<file path="src/rtl/prf_pkg.sv">
package prf_pkg;
  localparam int CAUSE_W = 3;
  localparam int NUM_PORTS = 2;

  typedef enum logic [CAUSE_W-1:0] {
    CAUSE_OK     = 3'd0,
    CAUSE_PAGE   = 3'd1,
    CAUSE_DIVZ   = 3'd2,
    CAUSE_ACCESS = 3'd3
  } cause_e;

  // strobes from control to datapath
  typedef struct packed {
    logic                 commit;  // write goes into storage
    logic [NUM_PORTS-1:0] fwd;     // per read port: take incoming write
  } strobe_t;
endpackage

</file>
<file path="src/rtl/prf_datapath.sv">
module prf_datapath
  import prf_pkg::*;
#(
  parameter int NUM_REGS = 32,
  parameter int DATA_W   = 32,
  localparam int ADDR_W  = $clog2(NUM_REGS)
) (
  input  logic                                clk,
  input  logic                                rst,
  input  strobe_t                             stb,
  input  logic [ADDR_W-1:0]                   wrAddr,
  input  logic [DATA_W-1:0]                   wrData,
  input  logic [CAUSE_W-1:0]                  wrCause,
  input  logic [NUM_PORTS-1:0][ADDR_W-1:0]    rdAddr,
  output logic [NUM_PORTS-1:0][DATA_W-1:0]    rdData,
  output logic [NUM_PORTS-1:0][CAUSE_W-1:0]   rdCause
);
  logic [DATA_W-1:0]  dataMem  [NUM_REGS];
  logic [CAUSE_W-1:0] causeMem [NUM_REGS];

  always_ff @(posedge clk) begin
    if (rst) begin
      for (int i = 0; i < NUM_REGS; i++) begin
        dataMem[i]  <= '0;
        causeMem[i] <= '0;
      end
    end else if (stb.commit) begin
      dataMem[wrAddr]  <= wrData;
      causeMem[wrAddr] <= wrCause;
    end
  end

  for (genvar p = 0; p < NUM_PORTS; p++) begin : g_port
    always_comb begin
      if (stb.fwd[p]) begin
        rdData[p]  = wrData;
        rdCause[p] = wrCause;
      end else if (rdAddr[p] == '0) begin
        rdData[p]  = '0;
        rdCause[p] = '0;
      end else begin
        rdData[p]  = dataMem[rdAddr[p]];
        rdCause[p] = causeMem[rdAddr[p]];
      end
    end
  end
endmodule

</file>
<file path="src/rtl/prf_ctrl.sv">
module prf_ctrl
  import prf_pkg::*;
#(
  parameter int ADDR_W = 5
) (
  input  logic                               wrEn,
  input  logic [ADDR_W-1:0]                  wrAddr,
  input  logic [NUM_PORTS-1:0]               rdEn,
  input  logic [NUM_PORTS-1:0][ADDR_W-1:0]   rdAddr,
  input  logic [NUM_PORTS-1:0][CAUSE_W-1:0]  rdCause,
  output strobe_t                            stb,
  output logic                               excValid,
  output logic [CAUSE_W-1:0]                 excCause,
  output logic [ADDR_W-1:0]                  excReg,
  output logic                               excPortB
);
  logic [NUM_PORTS-1:0] hit;

  always_comb begin
    stb.commit = wrEn && (wrAddr != '0);
    for (int p = 0; p < NUM_PORTS; p++) begin
      stb.fwd[p] = stb.commit && (rdAddr[p] == wrAddr);
      hit[p]     = rdEn[p] && (rdCause[p] != '0);
    end
  end

  // port A wins when both consume poison
  always_comb begin
    excValid = 1'b0;
    excCause = '0;
    excReg   = '0;
    excPortB = 1'b0;
    if (hit[0]) begin
      excValid = 1'b1;
      excCause = rdCause[0];
      excReg   = rdAddr[0];
    end else if (hit[1]) begin
      excValid = 1'b1;
      excCause = rdCause[1];
      excReg   = rdAddr[1];
      excPortB = 1'b1;
    end
  end
endmodule

</file>
<file path="src/rtl/defer_trap_regfile.sv">
module defer_trap_regfile
  import prf_pkg::*;
#(
  parameter int NUM_REGS = 32,
  parameter int DATA_W   = 32,
  localparam int ADDR_W  = $clog2(NUM_REGS)
) (
  input  logic               clk,
  input  logic               rst,
  input  logic               wrEn,
  input  logic [ADDR_W-1:0]  wrAddr,
  input  logic [DATA_W-1:0]  wrData,
  input  logic [CAUSE_W-1:0] wrCause,
  input  logic               rdEnA,
  input  logic [ADDR_W-1:0]  rdAddrA,
  output logic [DATA_W-1:0]  rdDataA,
  input  logic               rdEnB,
  input  logic [ADDR_W-1:0]  rdAddrB,
  output logic [DATA_W-1:0]  rdDataB,
  output logic               excValid,
  output logic [CAUSE_W-1:0] excCause,
  output logic [ADDR_W-1:0]  excReg,
  output logic               excPortB
);
  strobe_t                             stb;
  logic [NUM_PORTS-1:0][ADDR_W-1:0]    portAddr;
  logic [NUM_PORTS-1:0][DATA_W-1:0]    portData;
  logic [NUM_PORTS-1:0][CAUSE_W-1:0]   portCause;

  assign portAddr = {rdAddrB, rdAddrA};
  assign rdDataA  = portData[0];
  assign rdDataB  = portData[1];

  prf_ctrl #(.ADDR_W(ADDR_W)) u_ctrl (
    .wrEn     (wrEn),
    .wrAddr   (wrAddr),
    .rdEn     ({rdEnB, rdEnA}),
    .rdAddr   (portAddr),
    .rdCause  (portCause),
    .stb      (stb),
    .excValid (excValid),
    .excCause (excCause),
    .excReg   (excReg),
    .excPortB (excPortB)
  );

  prf_datapath #(.NUM_REGS(NUM_REGS), .DATA_W(DATA_W)) u_dp (
    .clk     (clk),
    .rst     (rst),
    .stb     (stb),
    .wrAddr  (wrAddr),
    .wrData  (wrData),
    .wrCause (wrCause),
    .rdAddr  (portAddr),
    .rdData  (portData),
    .rdCause (portCause)
  );
endmodule

</file>
<file path="config.mk">
export PLATFORM = sky130hd
export DESIGN_NAME = defer_trap_regfile
export DESIGN_NICKNAME = d
export VERILOG_FILES = /design/src/rtl/prf_pkg.sv /design/src/rtl/prf_datapath.sv /design/src/rtl/prf_ctrl.sv /design/src/rtl/defer_trap_regfile.sv
export SDC_FILE = /design/constraint.sdc
export NUM_CORES = 2
export LEC_CHECK = 0
export BUFFER_PORTS_ARGS = -buffer_cell sky130_fd_sc_hd__buf_2
export CAP_MARGIN = 20
export CORE_UTILIZATION = 40
export DETAILED_ROUTE_END_ITERATION = 7
export PLACE_DENSITY_LB_ADDON = 0.08
export SLEW_MARGIN = 5
export SYNTH_ARGS = -nofsm -noshare
export SYNTH_HDL_FRONTEND = slang
export SYNTH_SLANG_ARGS = --single-unit
</file>
<file path="constraint.sdc">
create_clock -name clk -period 5.1 [get_ports clk]
set_input_delay 0.51 -clock clk [delete_from_list [all_inputs] [get_ports clk]]
set_output_delay 0.51 -clock clk [all_outputs]
set_load 0.005 [all_outputs]
</file>
# Word-level counts from Yosys, hierarchy flattened

Memory sizes are Yosys's and may differ from the RTL's.
Cells that the tools add are included.

Register bits: 0
Bits in writable memories: 1120
Bits of input ports: 55
Memories kept: 2

Memories:

| memory        | words | width | rd ports | clocked after Yosys merged registers in | wr ports | line               | text |
|---|---|---|---|---|---|---|---|
| u_dp.dataMem  | 32    | 32    | 2        | 0                                       | 32       | prf_datapath.sv:18 | `logic [DATA_W-1:0] dataMem [NUM_REGS];` |
| u_dp.causeMem | 32    | 3     | 2        | 0                                       | 32       | prf_datapath.sv:19 | `logic [CAUSE_W-1:0] causeMem [NUM_REGS];` |

Equality and inequality tests: 2
Multiplexer cells: 26
Reduce and logical (&&, ||, !) cells: 12

Operators by type and width:

| cell                | count |
|---|---|
| $mux W32            | 5 |
| $reduce_or A32 Y1   | 1 |
| $mux W3             | 7 |
| $mux W5             | 4 |
| $eq A5 B5 Y1        | 2 |
| $logic_not A5 Y1    | 2 |
| $mux W1             | 10 |
| $reduce_bool A3 Y1  | 2 |
| $logic_and A1 B1 Y1 | 5 |
| $reduce_bool A5 Y1  | 1 |
| $reduce_or A3 Y1    | 1 |

# Depth between registers and ports, before layout

Depth in word-level cells: 8
Mapped depth: 13

# Modules after synthesis

From an unflattened synthesis, not the netlist that was laid out.

Cells, all modules: 4536
Area, all modules: 61251.2 sq um

Modules (own cells, without submodules):

| module       | instances | cells each | area an instance (sq um) | sequential area each (sq um) |
|---|---|---|---|---|
| prf_datapath | 1         | 4494       | 60974.7                  | 33632.3 |
| prf_ctrl     | 1         | 42         | 276.5                    | 0.0 |

# Least setup slack after synthesis

OpenSTA, ideal clock, no wires.

Path kind: input to output
Start point: input rdAddrA[1]
End point: output excReg[0]
Data arrival time: 2827 ps
Data required time: 4590 ps
Path slack: 1763 ps
Stages: 11
Cell sequence: buf_6 buf_2 buf_2 buf_2 mux4_2 nand2_1 nand3_1 nand4b_1 o31ai_1 o41ai_4 mux2_2

Cells in the longest elaborated chain, start to end: 6

Ends and longest elaborated chain:

| item                                                  | line                               | text |
|---|---|---|
| start, declared                                       | defer_trap_regfile.sv:15           | `input logic [ADDR_W-1:0] rdAddrA,` |
| $mem_v2 Z32 W3, or another cell as far along          | --                                 |  |
| $mux W3 / $logic_and A1 B1 Y1 (equally long branches) | prf_datapath.sv:38, prf_ctrl.sv:22 |  |
| $mux W3 (*)                                           | prf_datapath.sv:35                 | `if (stb.fwd[p]) begin` |
| $reduce_bool A3 Y1 (*)                                | prf_ctrl.sv:23                     | `hit[p] = rdEn[p] && (rdCause[p] != '0);` |
| $logic_and A1 B1 Y1 (*)                               | prf_ctrl.sv:23                     |  |
| $mux W5 (*)                                           | prf_ctrl.sv:33                     | `if (hit[0]) begin` |
| end, declared                                         | defer_trap_regfile.sv:22           | `output logic [ADDR_W-1:0] excReg,` |

Mark *: on every way between the ends. The rest lies on a longest branch, timed or not.

# Final worst setup path

Start point: input rdAddrA[2]
End point: output excReg[1]

Same word-level chain as after synthesis.

==> flow_summary_export.csv <==
group,metric,value,unit
outcome,outcome,"completed",
floorplan,die_h,392,µm
worst_setup_path,critPathKind,"primary input to primary output",
synth,yosysUniqueCellTypes,53,
synth,synth_fa_ha_area_frac,0,
detailed_routing,drt-pass1-iter-count,6,
synth,yosysSeqAreaShare,0.552,
floorplan,fp.dieW,392,µm
global_route,grt_first_pass_wirelength,325000,µm
global_route,antenna_found_initial,27,
global_route,grtUsageTotal,0.306,
clock_tree,tritoncts,"done",
detailed_routing,first_iter_violations,5332,
clock_tree,cts_made_buffers,133,
floorplan,row_count,142,
timing,relSlewSlack,0.198,
synth,yosys.area.top_type_share,0.552,
clock_tree,cts_sinks,1120,
floorplan,fp.dieArea,154000,µm²
synth,synth_top_family_by_area,"multiplexers",
timing,finalCritPeriodShare,0.887,
timing,finalHoldViolCount,0,
clock_tree,clkSlewWorstSetupHoldPaths,0.06,ns
clock_tree,root_buffer,"clkbuf_16",
synth,yosysMostFrequentCell,"edfxtp_1",
timing,maxSlewViolCount,0,
cells_and_area,syn_to_final_growth,11.8,%
timing,fmax,0.221,GHz
synth,synth_xor_area_frac,0.00144,
flow_run,max_cap_viol_count,0,
timing,fin_setup_tns,0,ns
synth,synthArstFlopShare,0,
global_route,gr-total-overflow,0,
global_route,grt_max_degree,82,
synth,synth_ff_type,"edfxtp_1",
clock_tree,h-tree-depth,4,
cells_and_area,drive_gt1_frac,0.194,
synth,synth_edf_count,1120,
floorplan,start_util,0.405,
cells_and_area,final_nets,4527,
detailed_routing,num_vias,41300,
clock_tree,cts_hold_buf,0,
timing,worst_pin_slew,1.20,ns
detailed_routing,avgViaCountPerCell,6.27,
worst_setup_path,cp_max_fo,35,
power_and_ir_drop,ir_worst_vdd,0.000269,V
synth,synth_top_area_cell,"edfxtp_1",
worst_hold_path,hold_depth,1,
timing,rsz0062_at_grt,"no",
worst_hold_path,hp-start,"rst",
synth,muxShareOfSynthArea,0.203,
synth,synth-simple-area-share,0.133,
detailed_routing,drc_errors,0,
placed_design,dp_worst_setup_slack,0.619,ns
timing,setup_viol,0,
synth,synthCells,4509,
floorplan,core-area,150000,µm²
detailed_routing,avgRoutedWirePerCell,35.8,µm
power_and_ir_drop,power_density,334,nW/µm²
worst_setup_path,critPathLaunchType,"primary input",
synth,netlist_top_cells_area,"edfxtp_1 55%, mux4_2 11%, and2_1 11%",
detailed_routing,antenna_left,0,
detailed_routing,wl,236000,µm
worst_setup_path,crit_required,4.59,ns
synth,synth-seq-cells,1120,
placed_design,place_congestion,0.796,
timing,whs,0.268,ns
timing,period_minus_slack,4.52,ns
synth,ys_warn_count,0,
power_and_ir_drop,power_leakage,24.0,nW
synth,synth_commonest_cells,"1,120 x edfxtp_1, 1,085 x and2_1, 452 x mux2i_1, 349 x clkbuf_1, 306 x mux4_2",
placed_design,io_buffers,128,
clock_tree,cts.path.max_buffers,3,
global_route,grt_pass1_vias,40000,
clock_tree,postCtsSetupBuffers,0,
worst_hold_path,hold-path-endpoint,"u_dp.causeMem[0][0]$_SDFFCE_PN0P_",
floorplan,pin_count,129,
timing,worst_slack,0.576,ns
synth,syn_area,61000,µm²
worst_setup_path,end_kind,"primary output",
clock_tree,post_cts_resized,0,
worst_hold_path,hold_class,"primary input to register",
synth,synth_area_per_cell,13.5,µm²
worst_setup_path,cp.arrival,4.01,ns
synth,synth_compound_area_frac,0.0792,
placed_design,place_hpwl,126000,µm
[per-stage QoR]
step           cells   util  power, mW  area (µm²)
4_1_cts         6572  0.453       22.8       68100
6_report        6586  0.453       22.7       68200
2_1_floorplan   4543      -       12.7       61100
3_5_place_dp    6353  0.427       14.0       64200
3_3_place_gp    6353  0.427       13.9       64200
5_1_grt         6572  0.453       23.3       68100
[cell families (layout without fill, tap and decap cells)]
kind of cell | count (synthesis) | after routing
simple gates | 1376 | 1376
compound gates | 692 | 692
other cells | 1 | 49
xor+xnor | 10 | 10
mux | 838 | 838
flops | 1120 | 1120
buf+inv | 472 | 485
[cell type report]
| type | count | area [µm²] |
|---|---|---|
| Multi-Input combinational cell | 2951 | 25900 |
| Fill cell | 13300 | 82300 |
| Tap cell | 2016 | 2520 |
| Inverter | 5 | 23.8 |
| Clock inverter | 52 | 308 |
| Clock buffer | 167 | 3580 |
| Timing Repair Buffer | 261 | 2130 |
| Sequential cell | 1120 | 33600 |
| Antenna cell | 14 | 35.0 |
[routing by layer]
layer,track usage,share of wire,vias up
met3,0.0541,0.087,411
met2,0.481,0.46,2202
li1,-,-,17200
met5,0,0.00013,-
met4,0.107,0.034,4
met1,0.425,0.42,21500
[worst max-delay path: stages]
cell and delay [ns]:
buf_4 0.32, nor2_4 0.69, a21o_2 0.88, a221oi_1 0.27, o41ai_4 0.72, mux2_2 0.41
buf_2 0.13
[flip-flops by register name, summed over array words and instances, names as in the netlist]
name           flops
u_dp.dataMem    1024
u_dp.causeMem     96
[report_power, final]
| group | internal (mW) | switching, mW |
|---|---|---|
| sequential | 10.6 | 0.244 |
| combinational | 1.10 | 1.84 |
| clock | 5.07 | 3.86 |
| total | 16.8 | 5.94 |
[worst max path at each step]
stage / startpoint / end / slack (ns) / cells after the start
after floorplan: rdAddrA[1] / excReg[0] / 1.76 / 11
after global placement: rdAddrA[0] / excReg[2] / 0.66 / 9
after detailed placement: rdAddrA[0] / excReg[1] / 0.62 / 9
after CTS: rdAddrA[0] / excReg[1] / 0.61 / 9
after global routing: rdAddrA[0] / excReg[1] / 0.45 / 9
final: rdAddrA[2] / excReg[1] / 0.58 / 7
[cells in the final DEF, fill, tap and decap left out, types with 3 or more instances in the layout]
cell type	netlist	routed
edfxtp_1	1120	1120
and2_1	1085	1085
mux2i_1	452	452
mux4_2	306	306
o21ai_0	226	226
a221oi_1	190	190
clkbuf_16	0	139
a22oi_1	126	126
buf_2	73	119
buf_4	7	102
mux2_2	75	75
nand3_1	73	73
nor2_1	105	70
a21oi_1	66	66
nand2_1	59	58
a32o_1	37	37
nor2_4	0	35
buf_12	0	35
conb_1	1	35
o211ai_1	31	31
clkinv_1	1	31
clkbuf_1	349	28
or2_4	0	25
clkinv_2	0	15
diode_2	0	14
or2_2	33	8
xnor2_1	6	6
mux4_1	5	5
xor2_1	4	4
a21o_1	3	3
nand2b_1	3	3
nor2b_1	4	3
inv_6	0	3
bufinv_16	0	3
buf_8	0	3
Note: power is estimated with default switching activity, not from simulation.
